[config.mk]
export PLATFORM = sky130hd
export DESIGN_NAME = bitflip_unit
export DESIGN_NICKNAME = d
export VERILOG_FILES = /design/src/rtl/bitflip_pkg.sv /design/src/rtl/bitflip_locate.sv /design/src/rtl/bitflip_modify.sv /design/src/rtl/bitflip_seq.sv /design/src/rtl/bitflip_unit.sv
export SDC_FILE = /design/constraint.sdc
export NUM_CORES = 1
export LEC_CHECK = 0
export ABC_AREA = 1
export BUFFER_PORTS_ARGS = -buffer_cell sky130_fd_sc_hd__buf_2
export CAP_MARGIN = 20
export CORE_MARGIN = 8
export CORE_UTILIZATION = 57
export CTS_CLUSTER_DIAMETER = 200
export CTS_CLUSTER_SIZE = 12
export DETAILED_ROUTE_END_ITERATION = 10
export PLACE_DENSITY = 0.86
export SYNTH_ARGS = -nofsm -noshare
export SYNTH_HDL_FRONTEND = slang
export SYNTH_SLANG_ARGS = --single-unit
[constraint.sdc]
create_clock -name clk -period 5.2 [get_ports clk]
set_input_delay 0 -clock clk [delete_from_list [all_inputs] [get_ports clk]]
set_output_delay 0 -clock clk [all_outputs]
set_load 0.05 [all_outputs]
[src/rtl/bitflip_pkg.sv]
package bitflip_pkg;

  typedef enum logic [2:0] {
    ST_IDLE,
    ST_WAIT,
    ST_READ,
    ST_MODIFY,
    ST_WRITE,
    ST_DONE
  } bf_state_e;

  typedef struct packed {
    logic to_mem;
    logic use_imm;
    logic writable;
  } bf_mode_t;

endpackage

[src/rtl/bitflip_locate.sv]
module bitflip_locate #(
  parameter int AW   = 32,
  parameter int DW   = 32,
  parameter int POSW = $clog2(DW)
) (
  input  logic            wide,
  input  logic            use_imm,
  input  logic [7:0]      imm,
  input  logic [DW-1:0]   reg_off,
  input  logic [AW-1:0]   ea,
  output logic [POSW-1:0] bitpos,
  output logic [AW-1:0]   addr
);

  localparam int WIDE_SH = $clog2(DW / 8);
  localparam int HALF_SH = $clog2(DW / 16);

  logic [DW-1:0]        off;
  logic signed [DW-1:0] off_s;
  logic signed [DW-1:0] word_idx;
  logic signed [DW-1:0] byte_delta;

  always_comb begin
    // immediate byte reduced modulo the full operand width
    off   = use_imm ? (DW'(imm) & (DW'(DW) - DW'(1))) : reg_off;
    off_s = signed'(off);
    if (wide) begin
      bitpos     = off[POSW-1:0];
      word_idx   = off_s >>> POSW;
      byte_delta = word_idx <<< WIDE_SH;
    end else begin
      bitpos     = {1'b0, off[POSW-2:0]};
      word_idx   = off_s >>> (POSW - 1);
      byte_delta = word_idx <<< HALF_SH;
    end
    addr = ea + AW'(byte_delta);
  end

endmodule

[src/rtl/bitflip_modify.sv]
module bitflip_modify #(
  parameter int DW   = 32,
  parameter int POSW = $clog2(DW)
) (
  input  logic [DW-1:0]   word,
  input  logic [POSW-1:0] bitpos,
  output logic            old_bit,
  output logic [DW-1:0]   flipped
);

  logic [DW-1:0] sel;

  for (genvar i = 0; i < DW; i++) begin : g_dec
    assign sel[i] = (bitpos == POSW'(i));
  end

  always_comb begin
    old_bit = |(word & sel);
    flipped = word ^ sel;
  end

endmodule

[src/rtl/bitflip_seq.sv]
module bitflip_seq
  import bitflip_pkg::*;
#(
  parameter int PADW     = 4,
  parameter int PAD_REG  = 5,
  parameter int PAD_MIMM = 4,
  parameter int PAD_MREG = 9
) (
  input  logic     clk,
  input  logic     rst,
  input  logic     start,
  input  bf_mode_t mode,
  input  logic     mem_ack,
  output logic     take,
  output logic     rd_take,
  output logic     modify_en,
  output logic     finish,
  output logic     abort,
  output logic     busy,
  output logic     op_mem,
  output logic     mem_req,
  output logic     mem_we
);

  bf_state_e       st, nxt;
  logic [PADW-1:0] cnt;
  logic [PADW-1:0] pad_sel;
  logic            op_mem_q;
  logic            wr_ok_q;

  always_comb begin
    if (!mode.to_mem)    pad_sel = PADW'(PAD_REG);
    else if (mode.use_imm) pad_sel = PADW'(PAD_MIMM);
    else                 pad_sel = PADW'(PAD_MREG);
  end

  always_comb begin
    nxt     = st;
    take    = 1'b0;
    rd_take = 1'b0;
    finish  = 1'b0;
    abort   = 1'b0;
    unique case (st)
      ST_IDLE: if (start) begin
        nxt  = ST_WAIT;
        take = 1'b1;
      end
      ST_WAIT: if (cnt == '0) begin
        if (!op_mem_q) begin
          nxt    = ST_DONE;
          finish = 1'b1;
        end else if (!wr_ok_q) begin
          nxt   = ST_DONE;
          abort = 1'b1;
        end else begin
          nxt = ST_READ;
        end
      end
      ST_READ: if (mem_ack) begin
        nxt     = ST_MODIFY;
        rd_take = 1'b1;
      end
      ST_MODIFY: nxt = ST_WRITE;
      ST_WRITE: if (mem_ack) begin
        nxt    = ST_DONE;
        finish = 1'b1;
      end
      ST_DONE: nxt = ST_IDLE;
      default: nxt = ST_IDLE;
    endcase
  end

  always_ff @(posedge clk) begin
    if (rst) begin
      st       <= ST_IDLE;
      cnt      <= '0;
      op_mem_q <= 1'b0;
      wr_ok_q  <= 1'b0;
    end else begin
      st <= nxt;
      if (take) begin
        cnt      <= pad_sel;
        op_mem_q <= mode.to_mem;
        wr_ok_q  <= mode.writable;
      end else if (st == ST_WAIT && cnt != '0) begin
        cnt <= cnt - 1'b1;
      end
    end
  end

  assign busy      = (st != ST_IDLE);
  assign modify_en = (st == ST_MODIFY);
  assign op_mem    = op_mem_q;
  assign mem_req   = (st == ST_READ) || (st == ST_WRITE);
  assign mem_we    = (st == ST_WRITE);

  AST_REG_FORM_NO_BUS: assert property (@(posedge clk) disable iff (rst)
    busy && !op_mem_q |-> !mem_req);

  AST_FAULT_NO_BUS: assert property (@(posedge clk) disable iff (rst)
    busy && op_mem_q && !wr_ok_q |-> !mem_req);

  AST_START_WHILE_BUSY: assert property (@(posedge clk) disable iff (rst)
    busy && start |=> op_mem_q == $past(op_mem_q) && wr_ok_q == $past(wr_ok_q));

endmodule

[src/rtl/bitflip_unit.sv]
module bitflip_unit
  import bitflip_pkg::*;
#(
  parameter int AW       = 32,
  parameter int DW       = 32,
  parameter int LAT_REG  = 6,
  parameter int LAT_MIMM = 8,
  parameter int LAT_MREG = 13
) (
  input  logic          clk,
  input  logic          rst,
  input  logic          start,
  input  logic          to_mem,
  input  logic          wide,
  input  logic          use_imm,
  input  logic [7:0]    imm_off,
  input  logic [DW-1:0] reg_off,
  input  logic [DW-1:0] reg_val,
  input  logic [AW-1:0] ea,
  input  logic          writable,
  output logic          busy,
  output logic          done,
  output logic          carry,
  output logic          fault,
  output logic [DW-1:0] result,
  output logic          mem_req,
  output logic          mem_we,
  output logic          mem_wide,
  output logic [AW-1:0] mem_addr,
  output logic [DW-1:0] mem_wdata,
  input  logic [DW-1:0] mem_rdata,
  input  logic          mem_ack
);

  localparam int POSW     = $clog2(DW);
  localparam int HALFW    = DW / 2;
  // pad = cycles spent in WAIT; memory path adds read, modify and write edges
  localparam int PAD_REG  = LAT_REG - 1;
  localparam int PAD_MIMM = LAT_MIMM - 4;
  localparam int PAD_MREG = LAT_MREG - 4;
  localparam int PAD_MAX  = (PAD_MREG > PAD_MIMM)
                          ? ((PAD_MREG > PAD_REG) ? PAD_MREG : PAD_REG)
                          : ((PAD_MIMM > PAD_REG) ? PAD_MIMM : PAD_REG);
  localparam int PADW     = $clog2(PAD_MAX + 1);

  bf_mode_t        mode;
  logic [POSW-1:0] loc_pos;
  logic [AW-1:0]   loc_addr;
  logic            take, rd_take, modify_en, finish, abort, op_mem;
  logic            old_bit;
  logic [DW-1:0]   flipped;

  logic [AW-1:0]   addr_q;
  logic [POSW-1:0] pos_q;
  logic            wide_q;
  logic [DW-1:0]   opnd_q;
  logic [DW-1:0]   wdata_q;
  logic            carry_q;
  logic [DW-1:0]   result_q;
  logic            done_q;
  logic            fault_q;

  assign mode = '{to_mem: to_mem, use_imm: use_imm, writable: writable};

  bitflip_locate #(.AW(AW), .DW(DW), .POSW(POSW)) u_locate (
    .wide    (wide),
    .use_imm (use_imm),
    .imm     (imm_off),
    .reg_off (reg_off),
    .ea      (ea),
    .bitpos  (loc_pos),
    .addr    (loc_addr)
  );

  bitflip_modify #(.DW(DW), .POSW(POSW)) u_modify (
    .word    (opnd_q),
    .bitpos  (pos_q),
    .old_bit (old_bit),
    .flipped (flipped)
  );

  bitflip_seq #(
    .PADW     (PADW),
    .PAD_REG  (PAD_REG),
    .PAD_MIMM (PAD_MIMM),
    .PAD_MREG (PAD_MREG)
  ) u_seq (
    .clk       (clk),
    .rst       (rst),
    .start     (start),
    .mode      (mode),
    .mem_ack   (mem_ack),
    .take      (take),
    .rd_take   (rd_take),
    .modify_en (modify_en),
    .finish    (finish),
    .abort     (abort),
    .busy      (busy),
    .op_mem    (op_mem),
    .mem_req   (mem_req),
    .mem_we    (mem_we)
  );

  always_ff @(posedge clk) begin
    if (rst) begin
      addr_q   <= '0;
      pos_q    <= '0;
      wide_q   <= 1'b0;
      opnd_q   <= '0;
      wdata_q  <= '0;
      carry_q  <= 1'b0;
      result_q <= '0;
      done_q   <= 1'b0;
      fault_q  <= 1'b0;
    end else begin
      done_q  <= finish | abort;
      fault_q <= abort;
      if (take) begin
        addr_q <= loc_addr;
        pos_q  <= loc_pos;
        wide_q <= wide;
        opnd_q <= reg_val;
      end
      if (rd_take) begin
        opnd_q <= wide_q ? mem_rdata : {{HALFW{1'b0}}, mem_rdata[HALFW-1:0]};
      end
      if (modify_en) begin
        wdata_q <= flipped;
      end
      if (finish) begin
        carry_q <= old_bit;
        if (!op_mem) result_q <= flipped;
      end
    end
  end

  assign done      = done_q;
  assign fault     = fault_q;
  assign carry     = carry_q;
  assign result    = result_q;
  assign mem_addr  = addr_q;
  assign mem_wide  = wide_q;
  assign mem_wdata = wdata_q;

  AST_WDATA_ONE_BIT: assert property (@(posedge clk) disable iff (rst)
    mem_req && mem_we |-> $countones(mem_wdata ^ opnd_q) == 1);

  AST_HALF_POS_RANGE: assert property (@(posedge clk) disable iff (rst)
    busy && !wide_q |-> !pos_q[POSW-1]);

  AST_HALF_UPPER_ZERO: assert property (@(posedge clk) disable iff (rst)
    mem_req && mem_we && !mem_wide |-> mem_wdata[DW-1:HALFW] == '0);

  AST_FAULT_KEEPS_CARRY: assert property (@(posedge clk) disable iff (rst)
    fault |-> done && carry == $past(carry));

  AST_REQ_HOLD: assert property (@(posedge clk) disable iff (rst)
    mem_req && !mem_ack |=> mem_req && $stable(mem_we) && $stable(mem_addr) && $stable(mem_wdata));

  AST_DONE_PULSE: assert property (@(posedge clk) disable iff (rst)
    done |=> !done);

  AST_OPERANDS_FROZEN: assert property (@(posedge clk) disable iff (rst)
    busy && start |=> $stable(addr_q) && $stable(pos_q));

endmodule

==> flow_summary.toml, run 1 <==
[worst_hold_path]
hold_end = "pos_q[4]"
hold_path.class = "in -> reg"
hold_path_depth = 4
hold_path_startpoint = "imm_off[4]"

[synthesis]
synth_area_um2 = 8730
ys_warn_count = 0
netlist_instances = 1357
synth_nets = 1565
ys_seq_elements = 146
synth_cell_types = 41
avgSynthCellArea_um2 = 6.43
ys_seq_area_frac = 0.335

[timing]
slew_headroom = 0.433
max_freq_mhz = 326
grt_setup_unrepaired = "false"
worstMarginPinSlew_ns = 0.849
finalSetupTns_ns = 0
slew_viol_final = 0
finalCriticalPeriod_ns = 3.07
layout_setup_ws_ns = 2.13
setup-violations-final = 0
skew_ns = 0.0117
period_share = 0.591
hold_viol = 0

[floorplan]
die_area_um2 = 19500
die_width_um = 140
die_y_um = 140
io_pins = 247
initial_core_util = 0.578
rows = 45
coreArea_um2 = 15100

[worst_setup_path]
crit_required_ns = 5.50
cp_cell_sequence = "inv_1 -> ha_1 -> inv_1 -> nor3_1 -> nand2_1 -> o22ai_2 -> inv_2 -> nor2_4 -> inv_2 -> nor2_1 -> nor2_1"
arrival_ns = 3.37
max_stage_delay_ns = 0.66
worstPathMaxFanout = 33
cp_top_family = "simple AND/OR/NAND/NOR gates"
endpoint_kind = "flop"
path_buf_inv = 4
r2r_end = "result[10]"
critPathLaunchType = "flop"
reg2reg_depth = 11
rr_startpoint = "u_seq.cnt[0]"
critPathKind = "reg -> reg"
critical_path_depth = 11
cp_slowest_cell = "nor2_4"
ff2ff_setup_slack_ns = 2.13

[drt]
wire_per_inst_um = 16.8
drt_iter0_markers = 1019
wirelength_um = 31200
first_pass_iters = 6
dr_total_vias = 10101
drt.antenna.violating_nets = 0
vias_per_cell = 5.45
drc = 0

[pwr]
p_clk_frac = 0.223
p_leak_nw = 6.59
power.switching_w = 0.00273
p_sw_frac = 0.480
power_frac_seq = 0.298
comb_power_share = 0.479
peakVddDrop_mv = 0.333
p_per_area_nw_per_um2 = 500
internal-power_w = 0.00297

[cts]
numCtsBuffers = 17
htreeDepth = 4
cts_buffer_depth = 2
ctsResizeCount = 0
clock_latency_ns = 0.43
cts.clk_slew.worst_paths_ns = 0.06
cts.sinks = 146
cts_tree = "built"
cts_root_buffer = "clkbuf_16"

[placement]
dp_cells = 1742
portBuffers = 243
gp_congestion = 0.929
dp_hpwl_um = 21200
placed_area_um2 = 9970
place_ws_ns = 2.47

[global_routing]
grt_pass1_vias = 9786
grt_pass1_wl_um = 49500
grt_max_degree = 75
use_met3 = 0.0906
grtUsageMet2 = 0.509
overflow = 0
use_met1 = 0.379
grt_usage = 0.310
grt_antenna_before_repair = 0
busiest_layer = "met2"

[cells_and_area]
fin_area_um2 = 11400
fin_nets = 1862
drive_gt1_frac = 0.176
diodes = 0
stdcell_count = 1855
fill_cells = 1144
area_growth_pct = 30.6
final_util = 0.756

[outcome]
run_status = "finished clean"

[job]
maxCapViolCount = 0
[per-layer routing]
layer,part of all wire,vias up
met5,0,-
met4,0.034,0
met3,0.11,93
met2,0.45,579
met1,0.41,4553
li1,-,4876
[area by class of cell]
type	instances	area, um2	share of cell area
multi-input combinational	968	4840	0.425
clock buffer	20	457	0.0401
tap	188	235	0.0206
clock inverter	12	145	0.0127
timing repair buffer	328	2070	0.182
sequential	146	2920	0.256
inverter	193	724	0.0635
[power by group through the flow]
stage               sequential, W  combinational, W  clock [W]
floorplan                 0.00246           0.00109          0
global placement          0.00169           0.00245          0
detailed placement        0.00169           0.00249          0
CTS                       0.00168           0.00266    0.00127
global route              0.00173           0.00293    0.00132
finish                    0.00170           0.00273    0.00127
[placed cells by master (no fill, tap or decap), types with 2 or more instances in the layout]
cell           count
a21o_1             2
a21oi_1           37
a31oi_1           15
and2_1             2
buf_2            243
buf_4              4
bufinv_16          2
clkbuf_16         17
clkbuf_8           2
clkinv_4           2
dfxtp_1          146
dlygate4sd3_1     80
ha_1              63
inv_1            185
inv_2              8
inv_6              5
nand2_1          326
nand3_1           56
nand4_1            4
nor2_1           251
nor2_2             2
nor2_4             2
nor3_1            25
nor4_1             8
o21a_1            12
o21ai_0          106
o21ai_1            9
o21bai_1          17
o22ai_1            2
xor2_1            15
[state kept, by name, summed over array words and instances (netlist names), 3 cells and up]
name       cells
mem_addr      32
mem_wdata     32
opnd_q        32
result        32
pos_q          5
u_seq.cnt      4
u_seq.st       3
[synth_stat cells]
library cell	n	area share
nand2_1	326	0.14
nor2_1	252	0.11
inv_1	186	0.080
dfxtp_1	146	0.33
o21ai_0	106	0.061
ha_1	63	0.090
nand3_1	56	0.032
a21oi_1	37	0.021
clkbuf_1	29	0.012
nor3_1	25	0.014
o21bai_1	17	0.015
a31oi_1	15	0.011
xor2_1	15	0.015
buf_2	12	0.0069
o21a_1	12	0.010
o21ai_1	9	0.0052
nor4_1	8	0.0057
inv_2	7	0.0030
buf_4	4	0.0034
nand4_1	4	0.0029
buf_6	3	0.0039
a21o_1	2	0.0017
and2_1	2	0.0014
buf_1	2	0.00086
nor2_4	2	0.0026
o22ai_1	2	0.0014
a211oi_1	1	0.00086
a2bb2oi_1	1	0.0010
and2_0	1	0.00072
fa_1	1	0.0023
mux2i_1	1	0.0011
nand2_4	1	0.0013
nand3b_1	1	0.00086
nor2_2	1	0.00072
o211ai_1	1	0.00086
o221ai_1	1	0.0010
o22ai_2	1	0.0014
o31a_1	1	0.0010
or2_1	1	0.00072
or2_2	1	0.00072
xnor2_1	1	0.0010
[stage by stage]
stage	hold WS [ns]	power, W
floorplan	0.0785	0.00355
detailed placement	0.258	0.00419
global route	0.0324	0.00598
global placement	0.254	0.00414
CTS	0.00574	0.00560
finish	0.0164	0.00570
[worst max path at each step]
| stage | from | to | slack [ns] |
|---|---|---|---|
| 5_1_grt | u_seq.cnt[0] | result[30] | 2.01 |
| 2_1_floorplan | use_imm | mem_addr[21] | 3.29 |
| 3_3_place_gp | use_imm | mem_addr[21] | 2.55 |
| 3_5_place_dp | u_seq.cnt[0] | result[10] | 2.47 |
| 4_1_cts | u_seq.cnt[0] | result[10] | 2.41 |
| 6_report | u_seq.cnt[0] | result[10] | 2.13 |
[logic make-up after synthesis]
family | count (synthesis) | share of synthesized area
xor gates and xnor gates | 16 | 0.0161
and+or+nand+nor | 681 | 0.313
buffers and inverters | 243 | 0.111
adders and majority gates | 64 | 0.0926
DFF | 146 | 0.335
muxes | 1 | 0.00115
AOI/OAI and AO/OA | 206 | 0.132
[tightest hold or removal path: stages]
cell and delay, ns:
buf_2 0.09, mux2i_1 0.09, a2bb2oi_1 0.15, nor2_1 0.07
[what timing repair did]
item	4_1_cts	5_1_grt
endpoints found under the hold margin	46	0
buffers inserted	0	0
hold buffers	80	0
Note: power is estimated with default switching activity, not from simulation.
==> inputs of run 2 (changes only) <==
- CORE_UTILIZATION: 57 -> 48
- PLACE_DENSITY: 0.86 -> 0.77
- clock period: 5.2 -> 2.6 ns (I/O delays scaled with it)
==> flow_summary.toml, run 2 (synthesis results as in run 1) <==
[floorplan]
die_width_um = 151
io_pins = 247
die_area_um2 = 22800
die_y_um = 151
coreArea_um2 = 17900
rows = 49
initial_core_util = 0.488

[worst_hold_path]
hold_path_depth = 4
hold_path_startpoint = "reg_off[4]"
hold_path.class = "in -> reg"
hold_end = "pos_q[4]"

[global_routing]
grt_antenna_before_repair = 0
grt_pass1_vias = 9453
grt_usage = 0.258
grt_pass1_wl_um = 46700
grt_max_degree = 72
overflow = 0

[drt]
drc = 0
wire_per_inst_um = 15.9
dr_total_vias = 9760
vias_per_cell = 5.14
drt_iter0_markers = 671
wirelength_um = 30200
drt.antenna.violating_nets = 0
first_pass_iters = 5

[timing]
finalCriticalPeriod_ns = 2.41
skew_ns = 0.00932
slew_headroom = 0.500
period_share = 0.925
finalSetupTns_ns = 0
max_freq_mhz = 416
slew_viol_final = 0
setup-violations-final = 0
worstMarginPinSlew_ns = 0.749
timing.hold.ws_ns = 0.0322
hold_viol = 0
grt_setup_unrepaired = "false"

[cells_and_area]
final_util = 0.642
area_growth_pct = 31.6
diodes = 0
fin_nets = 1865
final_common_cell = "nand2_1"
drive_gt1_frac = 0.178
layout_common_cells = "nand2_1, nor2_1, buf_2"

[pwr]
peakVddDrop_mv = 0.914
p_per_area_nw_per_um2 = 978
p_leak_nw = 6.59
fin_total_pwr_w = 0.0112

[outcome]
run_status = "finished clean"

[worst_setup_path]
critPathLaunchType = "flop"
worstPathMaxFanout = 39
rr_startpoint = "u_seq.st[1]"
cp_cell_sequence = "nor2_2 -> nand3_1 -> buf_6 -> nand2_4 -> inv_2 -> nand2_1 -> a31oi_1 -> dlygate4sd3_1"
path_buf_inv = 3
arrival_ns = 2.78
cp_top_family = "buffers and inverters"
reg2reg_depth = 8
max_stage_delay_ns = 0.57
cp_slowest_cell = "dlygate4sd3_1"
crit_required_ns = 2.97
critPathKind = "reg -> reg"
r2r_end = "opnd_q[25]"
ff2ff_setup_slack_ns = 0.19
endpoint_kind = "flop"

[cts]
numCtsBuffers = 17
htreeDepth = 4
cts.sinks = 146
cts_buffer_depth = 2
cts.clk_slew.worst_paths_ns = 0.07
cts_root_buffer = "clkbuf_16"
cts_tree = "built"
clock_latency_ns = 0.43

[placement]
dp_hpwl_um = 21700
portBuffers = 243
gp_congestion = 1.01

[job]
maxCapViolCount = 0
==> run 2: changes by cell type in the layout (fill, tap and decap cells not counted) <==
cell	delta
buf_12	+3
buf_6	+1
bufinv_16	-1
clkbuf_8	-2
clkinv_4	-1
clkinvlp_4	+3
dlygate4sd3_1	-1
inv_6	-2
inv_8	+3
==> run 2: cell type report <==
cell class / count / area (um2)
Fill cell: 1602 / 6410
Timing Repair Buffer: 331 / 2140
Clock inverter: 14 / 145
Tap cell: 229 / 287
Inverter: 193 / 724
Sequential cell: 146 / 2920
Multi-Input combinational cell: 968 / 4840
Clock buffer: 18 / 429
==> run 2: timing repair <==
item / in CTS / in global routing
setup buffers: 0 / 0
setup endpoints to repair: 0 / 13
resized for setup: 0 / 1
hold endpoints to repair: 46 / 0
hold buffers: 79 / 0
==> run 2: worst max-delay path by stage <==
| stage | cells after the start | slack (ns) | startpoint | end |
|---|---|---|---|---|
| after global routing | 8 | 0.07 | u_seq.st[1] | opnd_q[25] |
| after floorplan | 15 | 0.69 | use_imm | mem_addr[21] |
| after global placement | 15 | 0.39 | use_imm | mem_addr[29] |
| after CTS | 10 | 0.13 | u_seq.st[1] | opnd_q[23] |
| final | 8 | 0.19 | u_seq.st[1] | opnd_q[25] |
| after detailed placement | 15 | 0.36 | use_imm | mem_addr[29] |
==> run 2: per-stage QoR <==
stage	instances	setup slack [ns]	instance area, um2
floorplan	1357	0.686	8730
global placement	1787	0.385	10100
detailed placement	1787	0.356	10100
CTS	1898	0.134	11500
global route	1899	0.0675	11500
finish	1899	0.195	11500
==> run 2: routing by layer <==
metal  vias to the layer above  GRT usage  wire length [um]
li1                       4884          -                 -
met4                         0      0.105               724
met1                      4410      0.322             12900
met2                       416      0.420             13800
met3                        50     0.0589              2740
met5                         -          0                 0
==> run 2: power breakdown <==
group          total (W)  leakage, nW  internal (W)  switching (W)
registers        0.00339         1.20       0.00292       0.000467
clock network    0.00243        0.271       0.00135        0.00108
logic            0.00541         5.13       0.00155        0.00386
total             0.0112         6.59       0.00582        0.00541
==> run 2: tightest hold or removal path, delay by kind of cell <==
kind,cells,cell delay (ns)
multiplexers,1,0.11
buffers and inverters,1,0.07
AND/OR/NAND/NOR,1,0.08
AO/OA/AOI/OAI,1,0.16
